--- config.mk ---
export PLATFORM = sky130hd
export DESIGN_NAME = bus_parity_unit
export DESIGN_NICKNAME = d
export VERILOG_FILES = /design/src/rtl/bpar_pkg.sv /design/src/rtl/lane_parity.sv /design/src/rtl/par_gen.sv /design/src/rtl/par_chk.sv /design/src/rtl/err_report.sv /design/src/rtl/bus_parity_unit.sv
export SDC_FILE = /design/constraint.sdc
export NUM_CORES = 1
export LEC_CHECK = 0
export ABC_AREA = 1
export BUFFER_PORTS_ARGS = -buffer_cell sky130_fd_sc_hd__buf_4
export CAP_MARGIN = 10
export CORE_MARGIN = 2
export CORE_UTILIZATION = 41
export CTS_BUF_LIST = sky130_fd_sc_hd__clkbuf_4 sky130_fd_sc_hd__clkbuf_8
export CTS_CLUSTER_SIZE = 28
export DETAILED_ROUTE_END_ITERATION = 6
export GPL_ROUTABILITY_DRIVEN = 0
export PLACE_DENSITY = 0.8
export SYNTH_ARGS = -nofsm -noshare
export SYNTH_HDL_FRONTEND = slang
export SYNTH_SLANG_ARGS = --single-unit
--- constraint.sdc ---
create_clock -name clk -period 0.9 [get_ports clk]
set_input_delay 0.09 -clock clk [delete_from_list [all_inputs] [get_ports clk]]
set_output_delay 0.09 -clock clk [all_outputs]
set_load 0.03 [all_outputs]
--- src/rtl/bpar_pkg.sv ---
// Package: shared types for the bus parity unit.
// Assumes an address or data phase is one bus cycle wide.
package bpar_pkg;

    // Work carried from a sampled phase into the cycle where its parity arrives
    typedef struct packed {
        logic chk_addr;   // received address phase awaits its parity
        logic chk_data;   // received data phase awaits its parity
        logic calc;       // parity computed from AD and C/BE#
    } chk_stage_t;

endpackage

--- src/rtl/lane_parity.sv ---
// lane_parity: combinational even-parity over the bus. Each byte lane is
// reduced with its own C/BE# line, and the lane results are combined.
// Assumes DATA_W is a whole multiple of BE_W.
module lane_parity #(
    parameter int DATA_W = 32,
    parameter int BE_W   = 4
) (
    input  logic [DATA_W-1:0] ad_i,
    input  logic [BE_W-1:0]   cbe_n_i,
    output logic              par_o
);
    localparam int LANE_W = DATA_W / BE_W;

    logic [BE_W-1:0] lane_par;

    // One reduction per byte lane, folding in that lane's enable line
    for (genvar g = 0; g < BE_W; g++) begin : g_lane
        assign lane_par[g] = (^ad_i[g*LANE_W +: LANE_W]) ^ cbe_n_i[g];
    end

    // Combine the lane results into the bus parity
    assign par_o = ^lane_par;

endmodule

--- src/rtl/par_gen.sv ---
// par_gen: initiator side. Registers the computed parity and the AD output
// enable, so that the parity pin is valid and driven one clock after the phase.
// Assumes calc_i is the parity of the value this block puts on the bus.
module par_gen (
    input  logic clk,
    input  logic rst_n,
    input  logic calc_i,
    input  logic ad_oe_i,
    output logic par_o,
    output logic par_oe_o
);
    // One-clock delay for parity and its enable; idle is undriven
    always_ff @(posedge clk) begin
        if (!rst_n) begin
            par_o    <= 1'b0;
            par_oe_o <= 1'b0;
        end else begin
            par_o    <= ad_oe_i ? calc_i : 1'b0;
            par_oe_o <= ad_oe_i;
        end
    end

endmodule

--- src/rtl/par_chk.sv ---
// par_chk: target side. Remembers each received phase and its computed
// parity for one clock, then compares them with the parity pin sampled then.
// Assumes address and data strobes are never set in the same cycle.
module par_chk
    import bpar_pkg::*;
(
    input  logic clk,
    input  logic rst_n,
    input  logic calc_i,
    input  logic addr_phase_i,
    input  logic data_phase_i,
    input  logic ad_oe_i,
    input  logic par_i,
    output logic addr_err_o,
    output logic data_err_o
);
    chk_stage_t stage_q;
    logic       mismatch;

    // Capture received phases only; driven phases are ours and not checked
    always_ff @(posedge clk) begin
        if (!rst_n) begin
            stage_q <= '0;
        end else begin
            stage_q.chk_addr <= addr_phase_i & ~ad_oe_i;
            stage_q.chk_data <= data_phase_i & ~ad_oe_i;
            stage_q.calc     <= calc_i;
        end
    end

    // Compare the arriving parity bit with the remembered calculation
    always_comb begin
        mismatch   = par_i ^ stage_q.calc;
        addr_err_o = stage_q.chk_addr & mismatch;
        data_err_o = stage_q.chk_data & mismatch;
    end

endmodule

--- src/rtl/err_report.sv ---
// err_report: turns mismatches into one-clock active-low pulses and keeps
// the sticky status bit. Address errors reach the system-error line only
// when enabled; every error sets the status bit, and setting wins over a clear.
module err_report (
    input  logic clk,
    input  logic rst_n,
    input  logic addr_err_i,
    input  logic data_err_i,
    input  logic serr_en_i,
    input  logic stat_clr_i,
    output logic perr_n_o,
    output logic serr_n_o,
    output logic detected_o
);
    // Registered one-clock error strobes
    always_ff @(posedge clk) begin
        if (!rst_n) begin
            perr_n_o <= 1'b1;
            serr_n_o <= 1'b1;
        end else begin
            perr_n_o <= ~data_err_i;
            serr_n_o <= ~(addr_err_i & serr_en_i);
        end
    end

    // Sticky status: set by any error, cleared by write-one-to-clear
    always_ff @(posedge clk) begin
        if (!rst_n) begin
            detected_o <= 1'b0;
        end else if (addr_err_i | data_err_i) begin
            detected_o <= 1'b1;
        end else if (stat_clr_i) begin
            detected_o <= 1'b0;
        end
    end

endmodule

--- src/rtl/bus_parity_unit.sv ---
// bus_parity_unit: parity generation and checking for a multiplexed
// address/data bus. PAR follows its phase by one clock, error strobes follow
// by two. Assumes the caller qualifies phases with the strobes and ad_oe_i.
module bus_parity_unit #(
    parameter int DATA_W = 32,
    parameter int BE_W   = 4
) (
    input  logic              clk,
    input  logic              rst_n,
    input  logic [DATA_W-1:0] ad_i,
    input  logic [BE_W-1:0]   cbe_n_i,
    input  logic              addr_phase_i,
    input  logic              data_phase_i,
    input  logic              ad_oe_i,
    input  logic              par_i,
    input  logic              serr_en_i,
    input  logic              stat_clr_i,
    output logic              par_o,
    output logic              par_oe_o,
    output logic              perr_n_o,
    output logic              serr_n_o,
    output logic              detected_perr_o
);
    logic calc;
    logic addr_err;
    logic data_err;

    // Parity of the current bus value
    lane_parity #(.DATA_W(DATA_W), .BE_W(BE_W)) u_tree (
        .ad_i    (ad_i),
        .cbe_n_i (cbe_n_i),
        .par_o   (calc)
    );

    // Initiator parity output
    par_gen u_gen (
        .clk      (clk),
        .rst_n    (rst_n),
        .calc_i   (calc),
        .ad_oe_i  (ad_oe_i),
        .par_o    (par_o),
        .par_oe_o (par_oe_o)
    );

    // Target parity comparison
    par_chk u_chk_path (
        .clk          (clk),
        .rst_n        (rst_n),
        .calc_i       (calc),
        .addr_phase_i (addr_phase_i),
        .data_phase_i (data_phase_i),
        .ad_oe_i      (ad_oe_i),
        .par_i        (par_i),
        .addr_err_o   (addr_err),
        .data_err_o   (data_err)
    );

    // Error strobes and status
    err_report u_rep (
        .clk        (clk),
        .rst_n      (rst_n),
        .addr_err_i (addr_err),
        .data_err_i (data_err),
        .serr_en_i  (serr_en_i),
        .stat_clr_i (stat_clr_i),
        .perr_n_o   (perr_n_o),
        .serr_n_o   (serr_n_o),
        .detected_o (detected_perr_o)
    );

endmodule

### After elaboration in Yosys (flattened, before gate mapping)

Cells that the tools add are included.
Widths: inputs -> output; s select.

| cells by class | value |
|---|---|
| add/sub/neg operators | 0 |
| multipliers | 0 |
| div/mod/pow operators | 0 |
| $lt $le $gt $ge | 0 |
| eq/ne operators | 0 |
| shift operators | 0 |
| muxes and demuxes | 2 |
| bitwise logic cells | 14 |
| reductions and logical operators | 7 |

Operators by type and width:

| kind | count |
|---|---|
| $reduce_xor 8->1 | 4 |
| $and 1x1->1 | 5 |
| $xor 1x1->1 | 5 |
| $reduce_xor 4->1 | 1 |
| $not 1->1 | 3 |
| $mux 1 | 2 |
| $reduce_and 2->1 | 1 |
| $reduce_bool 2->1 | 1 |
| $or 1x1->1 | 1 |

| storage, ports and cells | value |
|---|---|
| register bits after elaboration | 8 |
| bits in latches | 0 |
| memory bits (writable) | 0 |
| ROM bits | 0 |
| input bits | 44 |
| word-level logic and storage cells | 31 |
| memories kept | 0 |

### Logic depth before layout (Yosys ltp)

| depth | value |
|---|---|
| depth after elaboration | 4 |
| depth in mapped cells | 15 |
| depth with buffers taken out | 15 |

### Hierarchy

A second synthesis with hierarchy kept.

| second synthesis, totals | value |
|---|---|
| cells, all modules | 153 |
| area, all modules | 852.1 um^2 |

By module, submodules not included:

| module | instances | cells an instance | area each (um^2) |
|---|---|---|---|
| lane_parity | 1 | 119 | 589.3 |
| par_chk | 1 | 18 | 116.4 |
| err_report | 1 | 10 | 88.8 |
| par_gen | 1 | 6 | 57.6 |

### Worst setup path before layout

Ideal clock, no wire load.

| timing path | value |
|---|---|
| path type | input -> register |
| from | input ad_i[24] |
| to | register u_chk_path.stage_q[0] (netlist bit) |
| data arrival time | 0.842 ns |
| required time | 0.787 ns |
| slack | -0.055 ns |
| cell stages on the path | 15 |
| buffers on the path | 0 |
| cell sequence | inv_1 nand2_2 nand2_1 nand2_2 nand2_1 nand2_1 nand2_1 nand2_1 nand2_2 inv_1 nand2_1 nand2_1 nand2_1 nand2_1 nor2_1 |

| on the way | value |
|---|---|
| word-level cells in the longest chain between the ends | 3 |

RTL lines:

| item | RTL line | source |
|---|---|---|
| from (decl) | bus_parity_unit.sv:10 | `input logic [DATA_W-1:0] ad_i,` |
| $reduce_xor 8->1 | lane_parity.sv:18 | `assign lane_par[g] = (^ad_i[g*LANE_W +: LANE_W]) ^ cbe_n_i[g];` |
| $xor 1x1->1 | lane_parity.sv:18 |  |
| $reduce_xor 4->1 | lane_parity.sv:22 | `assign par_o = ^lane_par;` |
| to (decl) | par_chk.sv:17 | `chk_stage_t stage_q;` |

No other way between the ends.
A chain may end at the register's enable or synchronous reset.

### Final worst setup path

| timing path | value |
|---|---|
| from | input ad_i[14] |
| to | register u_chk_path.stage_q[0] (netlist bit) |

The elaborated chain is that of the path after synthesis.

==> flow_summary.ini <==
[status]
run_status = finished, violations left
failing_checks = negative setup slack

[worst_setup_path]
setup.worst_path.end = u_chk_path.stage_q[0]
worstSetupStartpoint = ad_i[14]
worstPathArrival_ns = 1.05
endpoint_kind = flop
regToRegSetupSlack_ns = 0.12
critPathRequiredTime_ns = 1.03
criticalPathCategory = in2reg
startpoint_class_of_the_critical_path = input port
r2r-start = u_chk_path.stage_q[0]
worstRegToRegCells = 4
regToRegEndpoint = u_rep.detected_o
cp_max_fo = 3

[detailed_routing]
drc_errors = 0
ant_nets = 0
routed_via_density = 4.43
detailroute.via_count = 1009
finalWirelength_um = 1920
drt-wirelength-per-cell_um = 8.42
drt-initial-drc-count = 1
detailedRoute.firstPassIterationCount = 3

[global_routing]
global_route_wire_length_before_repair_um = 3220
globalRouteTotalUtil = 0.160
grt_start_max_net_pins = 7
globalRoute.totalOverflow = 0
grt_antenna_before_repair = 0
grt_pass1_vias = 905

[sta]
final_clock_period_utilization_by_the_worst_path = 1.02
max_clock_freq_ghz = 1.09
setup_viol_count_final = 2
worst_clock_skew_ns = 0.00718
setup_repair_after_global_routing_missed_its_margin = true
final_worst_hold_slack_ns = 0.0354
timing.slew.headroom = 0.885
timing.final.max_slew_violations = 0
final.setup.worst_slack_ns = -0.0203
totalNegativeSetupSlack_ns = -0.0316
tightestPinTransition_ns = 0.172
post-route-min-period_ns = 0.920
finalHoldViolCount = 0

[synth]
ys_dominant_reg_cell = dfxtp_1
syn-mean-instance-area_um2 = 5.72
ys_async_sr_fraction = 0
yosys_register_bits = 8
synth_enable_flop_cells = 0
synth.yosys.warnings = 0
synth.area.top_cells = nand2_1 28%, dfxtp_1 19%, xor2_1 11%
count_of_mapped_cells_out_of_synthesis = 150
synth.largest_area_cell = nand2_1
yosysSeqAreaShare = 0.187
ys_top_cells_by_count = 65 x nand2_1, 24 x inv_1, 11 x nand3_1, 11 x xor2_1, 10 x nand2_2
netlist_area_um2 = 858
synth_fp_nets = 194
synth_most_common_cell = nand2_1
netlist-cell-type-count = 13
yosys.area.top_type_share = 0.284

[clock_tree]
cts_post_setup_buffers_inserted = 0
cts-hold-fix-buffers = 0
numCtsBuffers = 3
cts.sinks = 8
max-clock-path-buffers = 2
clk-insertion-delay-late_ns = 0.25
cts.htree.levels = 1
cts.reportedPaths.clkPinSlew_ns = 0.04
cts-root-buf = clkbuf_4
tritoncts = done

[placement]
place_area_um2 = 1250
post-dp-hpwl_um = 1620
buffer_ports.inserted = 48

[power_and_ir_drop]
power_total_w = 0.00144
max-vdd-ir-drop_uv = 636
power.leakage_nw = 0.798
cell_area_power_density_nw_per_um2 = 1050

[die]
num_io_pins = 49
die_width_um = 49.8
initial_core_util = 0.437
die_area_um2 = 2480
die_h_um = 49.8
core_area_um2 = 1960
placementRows = 16

[cells_and_area]
fin_area_um2 = 1370
antenna_cells_inserted = 0
drive_above_1_share = 0.463
syn_to_final_growth_pct = 59.9
finalNetCount = 247
final_layout_fill_cell_count = 198

[worst_hold_path]
whs_path_depth = 2
startpoint_of_the_tightest_hold_check_path = ad_oe_i
hp-class = in2reg

[flow_run]
max_cap_viols = 0
layer usage:
metal  vias to the layer above  wire length [um]  track usage
met2                        32              1100        0.344
met3                         2               130       0.0182
met1                       431               679        0.153
li1                        544                 -            -
met5                         -                 0            0
met4                         0                 9       0.0417
worst max-delay path: stages:
cell and delay, ns:
buf_6 0.10, inv_4 0.06, nand2_2 0.04, nand2_1 0.07, nand2_2 0.06, nand3_1 0.10
nand2_1 0.06, nand2_1 0.07, nand2_2 0.07, inv_2 0.05, nand2_1 0.05, nand2_1 0.07
nand2_1 0.05, nand2_1 0.08, nor2_1 0.04
through the flow:
stage           util  std cells  setup WS, ns
3_3_place_gp   0.638        225        -0.237
3_5_place_dp   0.638        225        -0.279
6_report       0.700        228       -0.0203
2_1_floorplan      -        150       -0.0501
4_1_cts        0.654        228       -0.0143
5_1_grt        0.700        228        -0.155
cell type report:
| type | count | area, um^2 | share of cell area |
|---|---|---|---|
| multi-input combinational | 114 | 671 | 0.489 |
| clock buffer | 3 | 22.5 | 0.0164 |
| tap | 27 | 33.8 | 0.0246 |
| sequential | 8 | 160 | 0.117 |
| inverter | 28 | 110 | 0.0802 |
| timing repair buffer | 48 | 375 | 0.273 |
registers in the layout (all words and copies together) (netlist names):
| register | flops |
|---|---|
| u_chk_path.stage_q | 3 |
| u_gen.par_o | 1 |
| u_gen.par_oe_o | 1 |
| u_rep.detected_o | 1 |
| u_rep.perr_n_o | 1 |
| u_rep.serr_n_o | 1 |
cell families after synthesis:
family / count (synthesis) / share of synthesized area
xor gates and xnor gates: 20 / 0.204
DFF: 8 / 0.187
buffers and inverters: 28 / 0.122
and+or+nand+nor: 93 / 0.478
AOI/OAI and AO/OA: 1 / 0.00875
where the power goes:
part / internal, W / switching, W
clock: 0.000151 / 0.000105
sequential: 0.000388 / 0.0000116
combinational: 0.000366 / 0.000420
total: 0.000905 / 0.000536
how the worst min path moves through the flow:
stage                                  endpoint
after CTS                 u_chk_path.stage_q[2]
after global routing      u_chk_path.stage_q[1]
after detailed placement  u_chk_path.stage_q[1]
after floorplan           u_chk_path.stage_q[1]
after global placement    u_chk_path.stage_q[1]
final                     u_chk_path.stage_q[2]
cell usage in the layout, fill, tap and decap left out, drive strengths merged, types with 2 or more instances in the layout:
| cell | netlist | routed |
|---|---|---|
| nand2 | 75 | 75 |
| buf | 0 | 48 |
| inv | 28 | 28 |
| nand3 | 13 | 13 |
| xor2 | 11 | 11 |
| xnor2 | 9 | 9 |
| dfxtp | 8 | 8 |
| clkbuf | 0 | 3 |
| nor3b | 2 | 2 |
| nor2 | 2 | 2 |
timing repair:
action / in CTS / in global routing
pin swaps: 2 / 21
gates resized for setup: 2 / 29
setup endpoints to repair: 2 / 3
Note: power is estimated with default switching activity, not from simulation.
